**src/rtl/dma_rgn_pkg.sv**
```systemverilog
package dma_rgn_pkg;
   localparam int unsigned ADDR_W = 32;
   localparam logic [ADDR_W-1:0] PHYS_MASK = 32'h1FFF_FFF0;
   localparam logic [ADDR_W-1:0] IO_BASE   = 32'h1000_0000;

   typedef enum logic [2:0] {
      RGN_MAIN    = 3'd0,
      RGN_ZERO_RD = 3'd1,
      RGN_ZERO_WR = 3'd2,
      RGN_SPAD    = 3'd3,
      RGN_VU      = 3'd4,
      RGN_NONE    = 3'd7
   } rgn_e;

   typedef struct packed {
      logic              hit;
      rgn_e              rgn;
      logic [ADDR_W-1:0] ofs;
   } dec_t;
endpackage

```
**src/rtl/dma_low_decode.sv**
```systemverilog
module dma_low_decode
   import dma_rgn_pkg::*;
#(
   parameter logic [31:0] MAIN_BYTES = 32'h0200_0000
) (
   input  logic [ADDR_W-1:0] phys,
   input  logic              wr,
   output dec_t              res
);
   always_comb begin
      res.hit = (phys < IO_BASE);
      res.rgn = RGN_NONE;
      res.ofs = '0;
      if (phys < MAIN_BYTES) begin
         res.rgn = RGN_MAIN;
         res.ofs = phys;
      end else if (phys < IO_BASE) begin
         res.rgn = wr ? RGN_ZERO_WR : RGN_ZERO_RD;
      end
   end
endmodule

```
**src/rtl/dma_norm_path.sv**
```systemverilog
module dma_norm_path
   import dma_rgn_pkg::*;
#(
   parameter logic [31:0] MAIN_BYTES = 32'h0200_0000,
   parameter logic [31:0] SPAD_BYTES = 32'h0000_4000
) (
   input  logic [ADDR_W-1:0] addr,
   input  logic              wr,
   output dec_t              res
);
   localparam logic [ADDR_W-1:0] SPAD_MASK = (SPAD_BYTES - 32'd1) & 32'hFFFF_FFF0;
   localparam logic [ADDR_W-1:0] ALIAS_END = IO_BASE + SPAD_BYTES;

   logic [ADDR_W-1:0] phys;
   dec_t              low;

   assign phys = addr & PHYS_MASK;

   dma_low_decode #(.MAIN_BYTES(MAIN_BYTES)) u_low (
      .phys (phys),
      .wr   (wr),
      .res  (low)
   );

   always_comb begin
      res.hit = 1'b0;
      res.rgn = RGN_NONE;
      res.ofs = '0;
      if (addr[ADDR_W-1]) begin
         res.hit = 1'b1;
         res.rgn = RGN_SPAD;
         res.ofs = addr & SPAD_MASK;
      end else if (low.hit) begin
         res = low;
      end else if (phys < ALIAS_END) begin
         res.hit = 1'b1;
         res.rgn = RGN_SPAD;
         res.ofs = phys & SPAD_MASK;
      end
   end
endmodule

```
**src/rtl/dma_spad_path.sv**
```systemverilog
module dma_spad_path
   import dma_rgn_pkg::*;
#(
   parameter logic [31:0] MAIN_BYTES = 32'h0200_0000,
   parameter logic [31:0] SPAD_BYTES = 32'h0000_4000,
   parameter logic [31:0] VU_BASE    = 32'h1100_4000,
   parameter logic [31:0] VU_END     = 32'h1101_0000
) (
   input  logic [ADDR_W-1:0] addr,
   input  logic              wr,
   output dec_t              res
);
   localparam logic [ADDR_W-1:0] SPAD_MASK = (SPAD_BYTES - 32'd1) & 32'hFFFF_FFF0;

   logic [ADDR_W-1:0] phys;
   logic              spad_tag;
   dec_t              low;

   assign phys     = addr & PHYS_MASK;
   assign spad_tag = &addr[ADDR_W-2:ADDR_W-4];

   dma_low_decode #(.MAIN_BYTES(MAIN_BYTES)) u_low (
      .phys (phys),
      .wr   (wr),
      .res  (low)
   );

   always_comb begin
      res.hit = 1'b0;
      res.rgn = RGN_NONE;
      res.ofs = '0;
      if (spad_tag) begin
         res.hit = 1'b1;
         res.rgn = RGN_SPAD;
         res.ofs = addr & SPAD_MASK;
      end else if (low.hit) begin
         res = low;
      end else if (phys >= VU_BASE && phys < VU_END) begin
         res.hit = 1'b1;
         res.rgn = RGN_VU;
         res.ofs = phys - VU_BASE;
      end
   end
endmodule

```
**src/rtl/dma_fault_track.sv**
```systemverilog
module dma_fault_track #(
   parameter int unsigned NUM_CH = 10,
   parameter int unsigned CH_W   = 4
) (
   input  logic              clk,
   input  logic              rst_n,
   input  logic              fault_valid,
   input  logic [CH_W-1:0]   fault_ch,
   output logic              flag,
   output logic [NUM_CH-1:0] stat,
   output logic [NUM_CH-1:0] clr
);
   logic [NUM_CH-1:0] sel;

   for (genvar g = 0; g < NUM_CH; g++) begin : g_sel
      assign sel[g] = fault_valid && (fault_ch == CH_W'(g));
   end

   always_ff @(posedge clk or negedge rst_n) begin
      if (!rst_n) begin
         flag <= 1'b0;
         stat <= '0;
         clr  <= '0;
      end else begin
         if (fault_valid) flag <= 1'b1;
         stat <= stat | sel;
         clr  <= sel;
      end
   end
endmodule

```
**src/rtl/dma_addr_decoder.sv**
```systemverilog
module dma_addr_decoder
   import dma_rgn_pkg::*;
#(
   parameter int unsigned NUM_CH     = 10,
   parameter int unsigned SPAD_CH    = 8,
   parameter logic [31:0] MAIN_BYTES = 32'h0200_0000,
   parameter logic [31:0] SPAD_BYTES = 32'h0000_4000,
   parameter logic [31:0] VU_BASE    = 32'h1100_4000,
   parameter logic [31:0] VU_END     = 32'h1101_0000,
   localparam int unsigned CH_W      = (NUM_CH > 1) ? $clog2(NUM_CH) : 1
) (
   input  logic              clk,
   input  logic              rst_n,
   input  logic              req_valid,
   input  logic [31:0]       req_addr,
   input  logic [CH_W-1:0]   req_ch,
   input  logic              req_write,
   output logic              rsp_valid,
   output logic [2:0]        rsp_region,
   output logic [31:0]       rsp_offset,
   output logic              rsp_buserr,
   output logic              buserr_flag,
   output logic [NUM_CH-1:0] chan_stat,
   output logic [NUM_CH-1:0] start_clr
);
   if (NUM_CH < 1) begin : g_bad_ch
      $error("NUM_CH must be at least 1");
   end
   if (MAIN_BYTES == 0 || MAIN_BYTES > IO_BASE || MAIN_BYTES[3:0] != 4'd0) begin : g_bad_main
      $error("MAIN_BYTES must be quadword aligned and within the low physical space");
   end
   if (SPAD_BYTES < 32'd16 || (SPAD_BYTES & (SPAD_BYTES - 32'd1)) != 0) begin : g_bad_spad
      $error("SPAD_BYTES must be a power of two of at least one quadword");
   end
   if (VU_BASE >= VU_END || VU_BASE < IO_BASE) begin : g_bad_vu
      $error("vector window must be a non-empty range above the I/O base");
   end

   dec_t norm_res;
   dec_t alt_res;
   dec_t pick;
   logic use_alt;

   dma_norm_path #(
      .MAIN_BYTES (MAIN_BYTES),
      .SPAD_BYTES (SPAD_BYTES)
   ) u_norm (
      .addr (req_addr),
      .wr   (req_write),
      .res  (norm_res)
   );

   if (SPAD_CH < NUM_CH) begin : g_alt
      dma_spad_path #(
         .MAIN_BYTES (MAIN_BYTES),
         .SPAD_BYTES (SPAD_BYTES),
         .VU_BASE    (VU_BASE),
         .VU_END     (VU_END)
      ) u_alt (
         .addr (req_addr),
         .wr   (req_write),
         .res  (alt_res)
      );
      assign use_alt = (req_ch == CH_W'(SPAD_CH));
   end else begin : g_no_alt
      assign alt_res = '{hit: 1'b0, rgn: RGN_NONE, ofs: '0};
      assign use_alt = 1'b0;
   end

   assign pick = use_alt ? alt_res : norm_res;

   always_ff @(posedge clk or negedge rst_n) begin
      if (!rst_n) begin
         rsp_valid  <= 1'b0;
         rsp_region <= RGN_NONE;
         rsp_offset <= '0;
         rsp_buserr <= 1'b0;
      end else begin
         rsp_valid <= req_valid;
         if (req_valid) begin
            rsp_buserr <= !pick.hit;
            rsp_region <= pick.hit ? pick.rgn : RGN_NONE;
            rsp_offset <= pick.hit ? pick.ofs : '0;
         end
      end
   end

   dma_fault_track #(
      .NUM_CH (NUM_CH),
      .CH_W   (CH_W)
   ) u_fault (
      .clk         (clk),
      .rst_n       (rst_n),
      .fault_valid (req_valid && !pick.hit),
      .fault_ch    (req_ch),
      .flag        (buserr_flag),
      .stat        (chan_stat),
      .clr         (start_clr)
   );
endmodule

```
**config.mk**
```make
export PLATFORM = sky130hd
export DESIGN_NAME = dma_addr_decoder
export DESIGN_NICKNAME = d
export VERILOG_FILES = /design/src/rtl/dma_rgn_pkg.sv /design/src/rtl/dma_low_decode.sv /design/src/rtl/dma_norm_path.sv /design/src/rtl/dma_spad_path.sv /design/src/rtl/dma_fault_track.sv /design/src/rtl/dma_addr_decoder.sv
export SDC_FILE = /design/constraint.sdc
export NUM_CORES = 1
export LEC_CHECK = 0
export BUFFER_PORTS_ARGS = -buffer_cell sky130_fd_sc_hd__buf_2
export CAP_MARGIN = 0
export CORE_ASPECT_RATIO = 1.25
export CORE_MARGIN = 5
export CORE_UTILIZATION = 30
export CTS_CLUSTER_DIAMETER = 120
export DETAILED_ROUTE_END_ITERATION = 10
export PLACE_DENSITY = 0.65
export SYNTH_ARGS = -nofsm -noshare
export SYNTH_HDL_FRONTEND = slang
export SYNTH_SLANG_ARGS = --single-unit
```
**constraint.sdc**
```tcl
create_clock -name clk -period 1.4 [get_ports clk]
set_input_delay 0.42 -clock clk [delete_from_list [all_inputs] [get_ports clk]]
set_output_delay 0.42 -clock clk [all_outputs]
set_load 0.03 [all_outputs]
```
==> impl_metrics.env, run 1 <==
export IMPL_status="finished, violations left"
export IMPL_violations="setup timing"
export IMPL_max_stage_delay_ns=0.47
export IMPL_p_total_uw=3621
export IMPL_power_frac_clock=0.288
export IMPL_max_freq_ghz=0.5625
export IMPL_synth_top_cell_by_area="dfrtp_1"
export IMPL_synth_seq_cells=52
export IMPL_dp_hpwl_um=5745
export IMPL_grt_pass1_wl_um=12590
export IMPL_grt_overflow=0
export IMPL_cp_start_kind="input port"
export IMPL_place_congestion=0.8979
export IMPL_layout_nets=417
export IMPL_clockBufferDepth=2
export IMPL_worst_setup_path_end_kind="flop"
export IMPL_cp_max_fo=5
export IMPL_syn_area_per_cell_um2=10.60
export IMPL_netlist_instances=232
export IMPL_synth_area_mm2=0.002460
export IMPL_fin_skew_ns=0
export IMPL_leakage_uw=0.001950
export IMPL_ir_drop_mv=0.5589
export IMPL_synth_common_cells="49 x dfrtp_1, 18 x nor2_1, 17 x inv_1"
export IMPL_worstSetupPathType="input port to flop"
export IMPL_fp_dieW_um=90.99
export IMPL_post_place_ws_ns=-0.8954
export IMPL_synth_top_area_frac=0.4985
export IMPL_drive_gt1_frac=0.5984
export IMPL_post_drt_wl_per_cell_um=17.04
export IMPL_fp_dieH_um=111.2
export IMPL_tns_ns=-15.62
export IMPL_antenna_found_initial=0
export IMPL_power_switching_uw=1135
export IMPL_worst_path_buf_inv=2
export IMPL_drt_wl_total_um=8058
export IMPL_hold_buffers=0
export IMPL_worst_ep_required_time_ns=1.64
export IMPL_cap_violations=0
export IMPL_drtIter0Drc=110
export IMPL_dieArea_mm2=0.01012
export IMPL_core_area_mm2=0.008102
export IMPL_synth_seq_area_share=0.5305
export IMPL_io_pins=98
export IMPL_synth_edf_count=0
export IMPL_critPathArrivalTime_ns=2.02
export IMPL_fin_area_mm2=0.004108
export IMPL_placed_cell_area_mm2=0.003441
export IMPL_port_buffers=89
export IMPL_postRouteAntennaNets=0
export IMPL_htreeDepth=2
export IMPL_cts_root_buf="clkbuf_8"
export IMPL_yosysMostFrequentCell="dfrtp_1"
export IMPL_clock_sinks=52
export IMPL_drv_slew=0
export IMPL_routed_via_density=5.129
export IMPL_cts_tree="yes"
export IMPL_grt_max_degree=53
export IMPL_num_rows=37
export IMPL_vias=2426
export IMPL_layout_setup_ws_ns=-0.3778
export IMPL_fin_util=0.5070
export IMPL_crit_slowest_cell="or4_4"
export IMPL_rsz0062_at_grt="yes"
export IMPL_yosysWarnings=0
export IMPL_power_frac_comb=0.254
export IMPL_initial_utilization=0.3036
export IMPL_cp_top_family="simple AND/OR/NAND/NOR gates"
export IMPL_p_per_area_mw_per_mm2=881.5
export IMPL_grt_usage=0.1492
export IMPL_period_minus_slack_ns=1.778
export IMPL_drtPass1Iterations=4
export IMPL_hp_class="input port to asynchronous set/reset pin"
export IMPL_swShare=0.3136
export IMPL_cts_buffers=5
export IMPL_finalSetupViolCount=51
export IMPL_grt_pass1_vias=2565
export IMPL_path_clk_slew_ns=0.10
export IMPL_finalHoldViolCount=0
export IMPL_synth_distinct_cells=46
export IMPL_route_detailed_drc=0
export IMPL_fin_crit_sh=1.270
export IMPL_share_seq_of_total_power=0.457
export IMPL_power_internal_uw=2485
export IMPL_syn_to_final_growth_pct=66.99
export IMPL_synthArstFlopShare=1.000
export IMPL_nFillCells=713
export IMPL_path_cells="buf_12 > inv_12 > ha_4 > nor4b_4 > a311oi_2 > o31a_4 > or4_4 > o2bb2ai_2"
export IMPL_antenna_cells=0
export IMPL_r2r_slack_ns=0.63
export IMPL_ys_top_cells_by_area="dfrtp_1 50%, a22o_1 3.6%, dfstp_2 3.2%"
export IMPL_worstSkewPairLatency_ns=0.30
export IMPL_synth_ff_type="dfrtp_1"
worst paths after layout:
check	to	startpoint	cells after the start
worst max-delay path	rsp_offset[18]	req_addr[15]	8
worst max register to register	rsp_region[2]	rsp_region[2]	2
worst min register to register	u_fault.stat[7]	u_fault.stat[7]	1
min in group clk	rsp_region[1]	req_write	3
worst min-delay path	rsp_offset[19]	rst_n	2
max in group asynchronous	rsp_region[1]	rst_n	2
final cells by class:
type                       instances  area (µm²)  area share
sequential                        52        1305      0.3177
multi-input combinational        152        1490      0.3628
timing repair buffer             147        1003      0.2443
clock inverter                     3       42.54     0.01036
inverter                          17       76.32     0.01858
clock buffer                       5       68.82     0.01675
tap                               97       121.4     0.02955
what timing repair did:
item | 4_1_cts | 5_1_grt
gates resized for setup | 46 | 53
setup endpoints to repair | 54 | 54
pin swaps | 18 | 33
gates cloned | 2 | 0
setup buffers | 8 | 4
power groups by stage:
stage	logic [µW]	clock network (µW)	registers [µW]
3_3_place_gp	786	0	1680
5_1_grt	983	1150	1670
6_report	921	1040	1660
4_1_cts	862	1080	1660
3_5_place_dp	800	0	1680
2_1_floorplan	246	0	1870
stage by stage:
stage / instances / hold slack (ns)
detailed placement: 452 / 0.4359
global route: 473 / 0.1055
floorplan: 235 / 0.1244
finish: 473 / 0.08744
global placement: 452 / 0.4330
CTS: 470 / 0.09449
worst reg2reg max path, delay by kind of cell (launching register included):
| kind | cells | cell delay [ns] |
|---|---|---|
| AO/OA/AOI/OAI | 1 | 0.12 |
| flip-flops | 1 | 0.55 |
| AND/OR/NAND/NOR | 1 | 0.04 |
layer usage:
| metal | global-route usage | vias up | routed length, µm |
|---|---|---|---|
| met4 | 0.03523 | 0 | 80 |
| li1 | - | 1138 | - |
| met3 | 0.04820 | 7 | 567 |
| met5 | 0 | - | 0 |
| met1 | 0.1792 | 1208 | 3155 |
| met2 | 0.2570 | 73 | 4254 |
logic make-up after synthesis:
family                     synth area share
other                              0.001524
adders and majority gates           0.01017
xor gates and xnor gates           0.003561
buffers and inverters               0.05849
DFF                                  0.5305
AOI/OAI and AO/OA                    0.2055
and+or+nand+nor                      0.1902
flip-flops by register name (all words and copies together), names as in the netlist:
name,count
rsp_offset,26
u_fault.clr,10
u_fault.stat,10
rsp_region,3
rsp_buserr,1
rsp_valid,1
u_fault.flag,1
cell usage in the layout (no fill, tap or decap), drive strengths merged, types with 4 or more instances in the layout:
cell type and instances:
buf 147, dfrtp 49, nor2 18, inv 17, nor4 11, o21ai 11
nand2 10, a22o 10, a21oi 10, nor3 10, o2bb2ai 9, a41o 6
nand4 6, clkbuf 5, and3 5, nand3 5, conb 4, a22oi 4
(Power assumes the default switching activity.)
==> run 2, diff against run 1 <==
CTS_BUF_LIST = sky130_fd_sc_hd__clkbuf_16   (was default)
TNS_END_PERCENT = 20   (was default)
==> impl_metrics.env, run 2 (synthesized netlist as in run 1, its figures left out) <==
export IMPL_status="finished, violations left"
export IMPL_violations="setup timing"
export IMPL_syn_to_final_growth_pct=64.09
export IMPL_grt_busiest_layer="met2"
export IMPL_top_register="rsp_offset"
export IMPL_worst_setup_path_end_kind="flop"
export IMPL_cp_start_kind="input port"
export IMPL_finalSetupViolCount=51
export IMPL_antenna_cells=0
export IMPL_grt_max_degree=53
export IMPL_core_area_mm2=0.008102
export IMPL_p_per_area_mw_per_mm2=975.1
export IMPL_fp_dieW_um=90.99
export IMPL_cap_violations=0
export IMPL_worstSkewPairLatency_ns=0.29
export IMPL_rsz0062_at_grt="yes"
export IMPL_num_rows=37
export IMPL_grt_met3_usage=0.04073
export IMPL_drv_slew=0
export IMPL_postRouteAntennaNets=0
export IMPL_tns_ns=-15.40
export IMPL_drtIter0Drc=86
export IMPL_period_minus_slack_ns=1.826
export IMPL_ir_drop_mv=0.6365
export IMPL_antenna_found_initial=0
export IMPL_hp_class="input port to asynchronous set/reset pin"
export IMPL_clockBufferDepth=2
export IMPL_final_common_cell="buf_2"
export IMPL_path_clk_slew_ns=0.07
export IMPL_cts_tree="yes"
export IMPL_cp_max_fo=4
export IMPL_hold_buffers=0
export IMPL_grt_usage=0.1523
export IMPL_critPathArrivalTime_ns=2.05
export IMPL_drive_gt1_frac=0.5535
export IMPL_worst_ep_required_time_ns=1.62
export IMPL_r2r_slack_ns=0.61
export IMPL_cts_root_buf="clkbuf_16"
export IMPL_largest_register_ffs=26
export IMPL_fin_crit_sh=1.305
export IMPL_grt_pass1_vias=2492
export IMPL_place_congestion=0.9388
export IMPL_vias=2422
export IMPL_dieArea_mm2=0.01012
export IMPL_drtPass1Iterations=4
export IMPL_port_buffers=89
export IMPL_use_met1=0.1809
export IMPL_fp_dieH_um=111.2
export IMPL_layout_setup_ws_ns=-0.4264
export IMPL_final_cell_mix="79 x buf_2, 49 x dfrtp_1, 46 x buf_4"
export IMPL_drt_wl_total_um=7925
export IMPL_htreeDepth=2
export IMPL_clock_sinks=52
export IMPL_worstSetupPathType="input port to flop"
export IMPL_post_place_ws_ns=-0.8835
export IMPL_grt_pass1_wl_um=12590
export IMPL_reg_top3="rsp_offset x26, u_fault.clr x10, u_fault.stat x10"
export IMPL_fin_skew_ns=0
export IMPL_max_freq_ghz=0.5475
export IMPL_layout_nets=415
export IMPL_post_drt_wl_per_cell_um=16.83
export IMPL_routed_via_density=5.142
export IMPL_initial_utilization=0.3036
export IMPL_grt_overflow=0
export IMPL_cts_buffers=5
export IMPL_leakage_uw=0.001950
export IMPL_io_pins=98
export IMPL_grtUsageMet2=0.2618
export IMPL_route_detailed_drc=0
export IMPL_finalHoldViolCount=0
export IMPL_dp_hpwl_um=5787
==> run 2: final timing paths <==
kind	from	endpoint	depth (start not counted)
max in group asynchronous	rst_n	rsp_region[1]	2
hold / removal	rst_n	rsp_offset[24]	2
min in group clk	req_write	rsp_region[1]	3
setup reg to reg	rsp_region[0]	rsp_region[0]	2
setup / recovery	req_addr[15]	rsp_offset[17]	8
hold reg to reg	u_fault.flag	u_fault.flag	1
==> run 2: layout make-up <==
| type | count | area [µm²] |
|---|---|---|
| clock inverter | 3 | 42.54 |
| fill | 698 | 4065 |
| timing repair buffer | 145 | 996.0 |
| inverter | 17 | 76.32 |
| tap | 97 | 121.4 |
| sequential | 52 | 1305 |
| multi-input combinational | 152 | 1370 |
| clock buffer | 5 | 125.1 |
==> run 2: per-stage QoR <==
stage / utilization / power, µW / area [µm²] / instances / hold slack (ns)
after floorplan: - / 2109 / 2545 / 235 / 0.1244
after global placement: 0.4238 / 2466 / 3433 / 457 / 0.4290
after detailed placement: 0.4238 / 2480 / 3433 / 457 / 0.4351
after CTS: 0.4672 / 3927 / 3785 / 470 / 0.1234
after global routing: 0.4982 / 4088 / 4036 / 471 / 0.1450
final: 0.4982 / 3936 / 4036 / 471 / 0.1091
==> run 2: routing by layer <==
layer / share of wire / up-vias
li1: - / 1135
met1: 0.38 / 1188
met2: 0.54 / 85
met3: 0.058 / 14
met4: 0.021 / 0
met5: 0 / -
==> run 2: what timing repair did <==
item                       CTS  global route
gates resized for setup     31            52
buffers inserted             4             1
setup endpoints to repair   54            51
pin swaps                   17            25
cloned                       1             0
==> run 2: critical path, stage by stage <==
cell     delay (ns)
buf_12         0.11
buf_4          0.14
nor4_4         0.12
buf_4          0.15
nand4_1        0.15
a21o_1         0.24
or4_4          0.56
o21ai_2        0.15
==> run 2: report_power, final <==
group | internal [µW] | leakage, µW | switching, µW
registers | 1600 | 0.000678 | 58.7
logic | 350 | 0.00119 | 543
clock network | 840 | 0.0000814 | 543
==> run 3, diff against run 2 <==
PLACE_DENSITY = 0.6   (was 0.65)
REMOVE_ABC_BUFFERS = 1   (was default)
SYNTH_HIERARCHICAL = 1   (was default)
==> impl_metrics.env, run 3 <==
export IMPL_cp_max_fo=4
export IMPL_fp_dieW_um=119.9
export IMPL_multiInputGateArea_mm2=0.002521
export IMPL_critPathArrivalTime_ns=2.65
export IMPL_final_common_cell="inv_1"
export IMPL_core_area_mm2=0.01489
export IMPL_num_rows=50
export IMPL_cts_buffers=9
export IMPL_rsz0062_at_grt="yes"
export IMPL_power_frac_clock=0.446
export IMPL_synthArstFlopShare=1.000
export IMPL_hold_buffers=0
export IMPL_hp_class="input port to asynchronous set/reset pin"
export IMPL_synth_common_cells="90 x inv_1, 60 x nand2_1, 55 x dfrtp_1"
export IMPL_synth_top_area_frac=0.3038
export IMPL_yosysMostFrequentCell="inv_1"
export IMPL_worstSetupPathType="input port to flop"
export IMPL_place_congestion=0.8587
export IMPL_post_place_ws_ns=-1.506
export IMPL_r2r_end="rsp_region[2]"
export IMPL_ys_top_cells_by_area="dfrtp_1 30%, inv_1 7.5%, o221ai_1 6.2%"
export IMPL_synth_distinct_cells=51
export IMPL_drv_slew=0
export IMPL_max_stage_delay_ns=0.55
export IMPL_clockBufferDepth=2
export IMPL_vias=4240
export IMPL_fp_dieH_um=147.4
export IMPL_top_register="rsp_offset"
export IMPL_grt_pass1_vias=4082
export IMPL_drt_wl_total_um=12800
export IMPL_fin_util=0.4076
export IMPL_leakage_uw=0.002858
export IMPL_synth_edf_count=0
export IMPL_cts_tree="yes"
export IMPL_port_buffers=93
export IMPL_startpoint="req_addr[18]"
export IMPL_rr_startpoint="rsp_region[2]"
export IMPL_swShare=0.3000
export IMPL_share_seq_of_total_power=0.338
export IMPL_max_freq_ghz=0.4168
export IMPL_netlist_instances=577
export IMPL_crit_slowest_cell="or4_4"
export IMPL_syn_area_per_cell_um2=7.852
export IMPL_layout_setup_ws_ns=-0.9993
export IMPL_worstSkewPairLatency_ns=0.33
export IMPL_cp_start_kind="input port"
export IMPL_htreeDepth=3
export IMPL_violations="setup timing"
export IMPL_power_switching_uw=1630
export IMPL_finalHoldViolCount=0
export IMPL_grt_pass1_wl_um=21200
export IMPL_largest_register_ffs=32
export IMPL_p_per_area_mw_per_mm2=894.9
export IMPL_worst_ep_required_time_ns=1.65
export IMPL_initial_utilization=0.3043
export IMPL_path_cells="buf_6 > or4_4 > o31a_1 > o31a_1 > o21ai_2 > nand2_2 > nand2_2 > and3_4 > or3b_4 > o21bai_1"
export IMPL_fin_skew_ns=0
export IMPL_status="finished, violations left"
export IMPL_io_pins=98
export IMPL_cts_root_buf="clkbuf_16"
export IMPL_postRouteAntennaNets=0
export IMPL_dp_hpwl_um=9454
export IMPL_route_detailed_drc=0
export IMPL_grt_overflow=0
export IMPL_yosysWarnings=6
export IMPL_antenna_cells=0
export IMPL_synth_top_cell_by_area="dfrtp_1"
export IMPL_ir_drop_mv=0.6026
export IMPL_nFillCells=1533
export IMPL_period_minus_slack_ns=2.399
export IMPL_synth_area_mm2=0.004531
export IMPL_final_cell_mix="90 x inv_1, 89 x buf_2, 73 x buf_4"
export IMPL_layout_nets=768
export IMPL_grt_max_degree=59
export IMPL_synth_seq_area_share=0.3212
export IMPL_antenna_found_initial=0
export IMPL_finalSetupViolCount=56
export IMPL_path_clk_slew_ns=0.06
export IMPL_syn_to_final_growth_pct=33.97
export IMPL_dieArea_mm2=0.01767
export IMPL_power_frac_comb=0.215
export IMPL_post_drt_wl_per_cell_um=14.02
export IMPL_drtIter0Drc=264
export IMPL_synth_ff_type="dfrtp_1"
export IMPL_r2r_slack_ns=0.56
export IMPL_grt_usage=0.1482
export IMPL_r2r_cells=2
export IMPL_power_internal_uw=3802
export IMPL_cap_violations=0
export IMPL_routed_via_density=4.644
export IMPL_drive_gt1_frac=0.3338
export IMPL_drtPass1Iterations=5
export IMPL_seq_area_mm2=0.001455
export IMPL_synth_seq_cells=58
export IMPL_fin_crit_sh=1.714
export IMPL_worst_setup_path_end_kind="flop"
export IMPL_clock_sinks=58
export IMPL_reg_top3="rsp_offset x32, u_fault/clr x10, u_fault/stat x10"
## run 3: cell types whose count changed in the layout (fill, tap and decap cells not counted), sizes merged, moves of 24 or more
cell	before	now
inv	17	92
nand2	10	60
nor3	10	56
o221ai	0	32
buf	145	175
nand3	5	34
and2	3	28
conb	4	28
## run 3: cells by family after synthesis
kind of cell	Yosys count	share of synthesized area
muxes	10	0.02209
DFF	58	0.3212
AOI/OAI and AO/OA	109	0.1892
other	4	0.003313
xor gates and xnor gates	6	0.01160
adders and majority gates	2	0.005522
buffers and inverters	151	0.1574
and+or+nand+nor	237	0.2897
## run 3: power groups by stage
stage | Clock, µW | Combinational, µW | Sequential, µW
after floorplan | 0 | 372 | 2080
after global placement | 0 | 1150 | 1870
after detailed placement | 0 | 1150 | 1870
after CTS | 2500 | 1170 | 1840
after global routing | 2600 | 1280 | 1850
final | 2420 | 1170 | 1840
## run 3: metrics by stage
step	hold WS, ns	std cells	total power (µW)	cell area, µm²	setup TNS, ns
floorplan	0.1244	540	2455	4245	-146.68
global placement	0.4557	895	3012	5643	-70.32
detailed placement	0.4497	895	3021	5643	-71.44
CTS	0.09647	912	5518	6027	-50.06
global route	0.1158	913	5727	6070	-49.74
finish	0.09135	913	5432	6070	-45.75
## run 3: layer usage
layer | track usage | vias up | wire [µm] | part of all wire
met1 | 0.1816 | 1914 | 5675 | 0.44
li1 | - | 2206 | - | -
met2 | 0.2551 | 103 | 6288 | 0.49
met4 | 0.04413 | 0 | 213 | 0.017
met3 | 0.03827 | 17 | 620 | 0.048
met5 | 0 | - | 0 | 0
## run 3: worst max path at each step
stage | to | slack, ns | cells after the start
CTS | u_fault/stat[2] | -1.05 | 10
global route | u_fault/stat[2] | -1.10 | 10
floorplan | u_fault/stat[2] | -3.19 | 5
finish | u_fault/stat[2] | -1.0 | 10
global placement | u_fault/stat[2] | -1.47 | 10
detailed placement | u_fault/stat[2] | -1.51 | 10
## run 3: cell type report
type / instances / share of cell area
Inverter: 90 / 0.05566
Timing Repair Buffer: 175 / 0.1979
Sequential cell: 58 / 0.2397
Clock buffer: 9 / 0.03711
Multi-Input combinational cell: 392 / 0.4154
Clock inverter: 7 / 0.01670
Tap cell: 182 / 0.03752
## run 3: critical path, delay by kind of cell
family | cells | cell delay, ns
buffers and inverters | 1 | 0.09
AND/OR/NAND/NOR | 5 | 1.28
AO/OA/AOI/OAI | 4 | 0.84
## run 3: timing repair
item,in CTS,in global routing
endpoints found under the hold margin,0,0
endpoints found under the setup margin,56,56
pin swaps,11,13
setup buffers,1,1
gates resized for setup,16,11
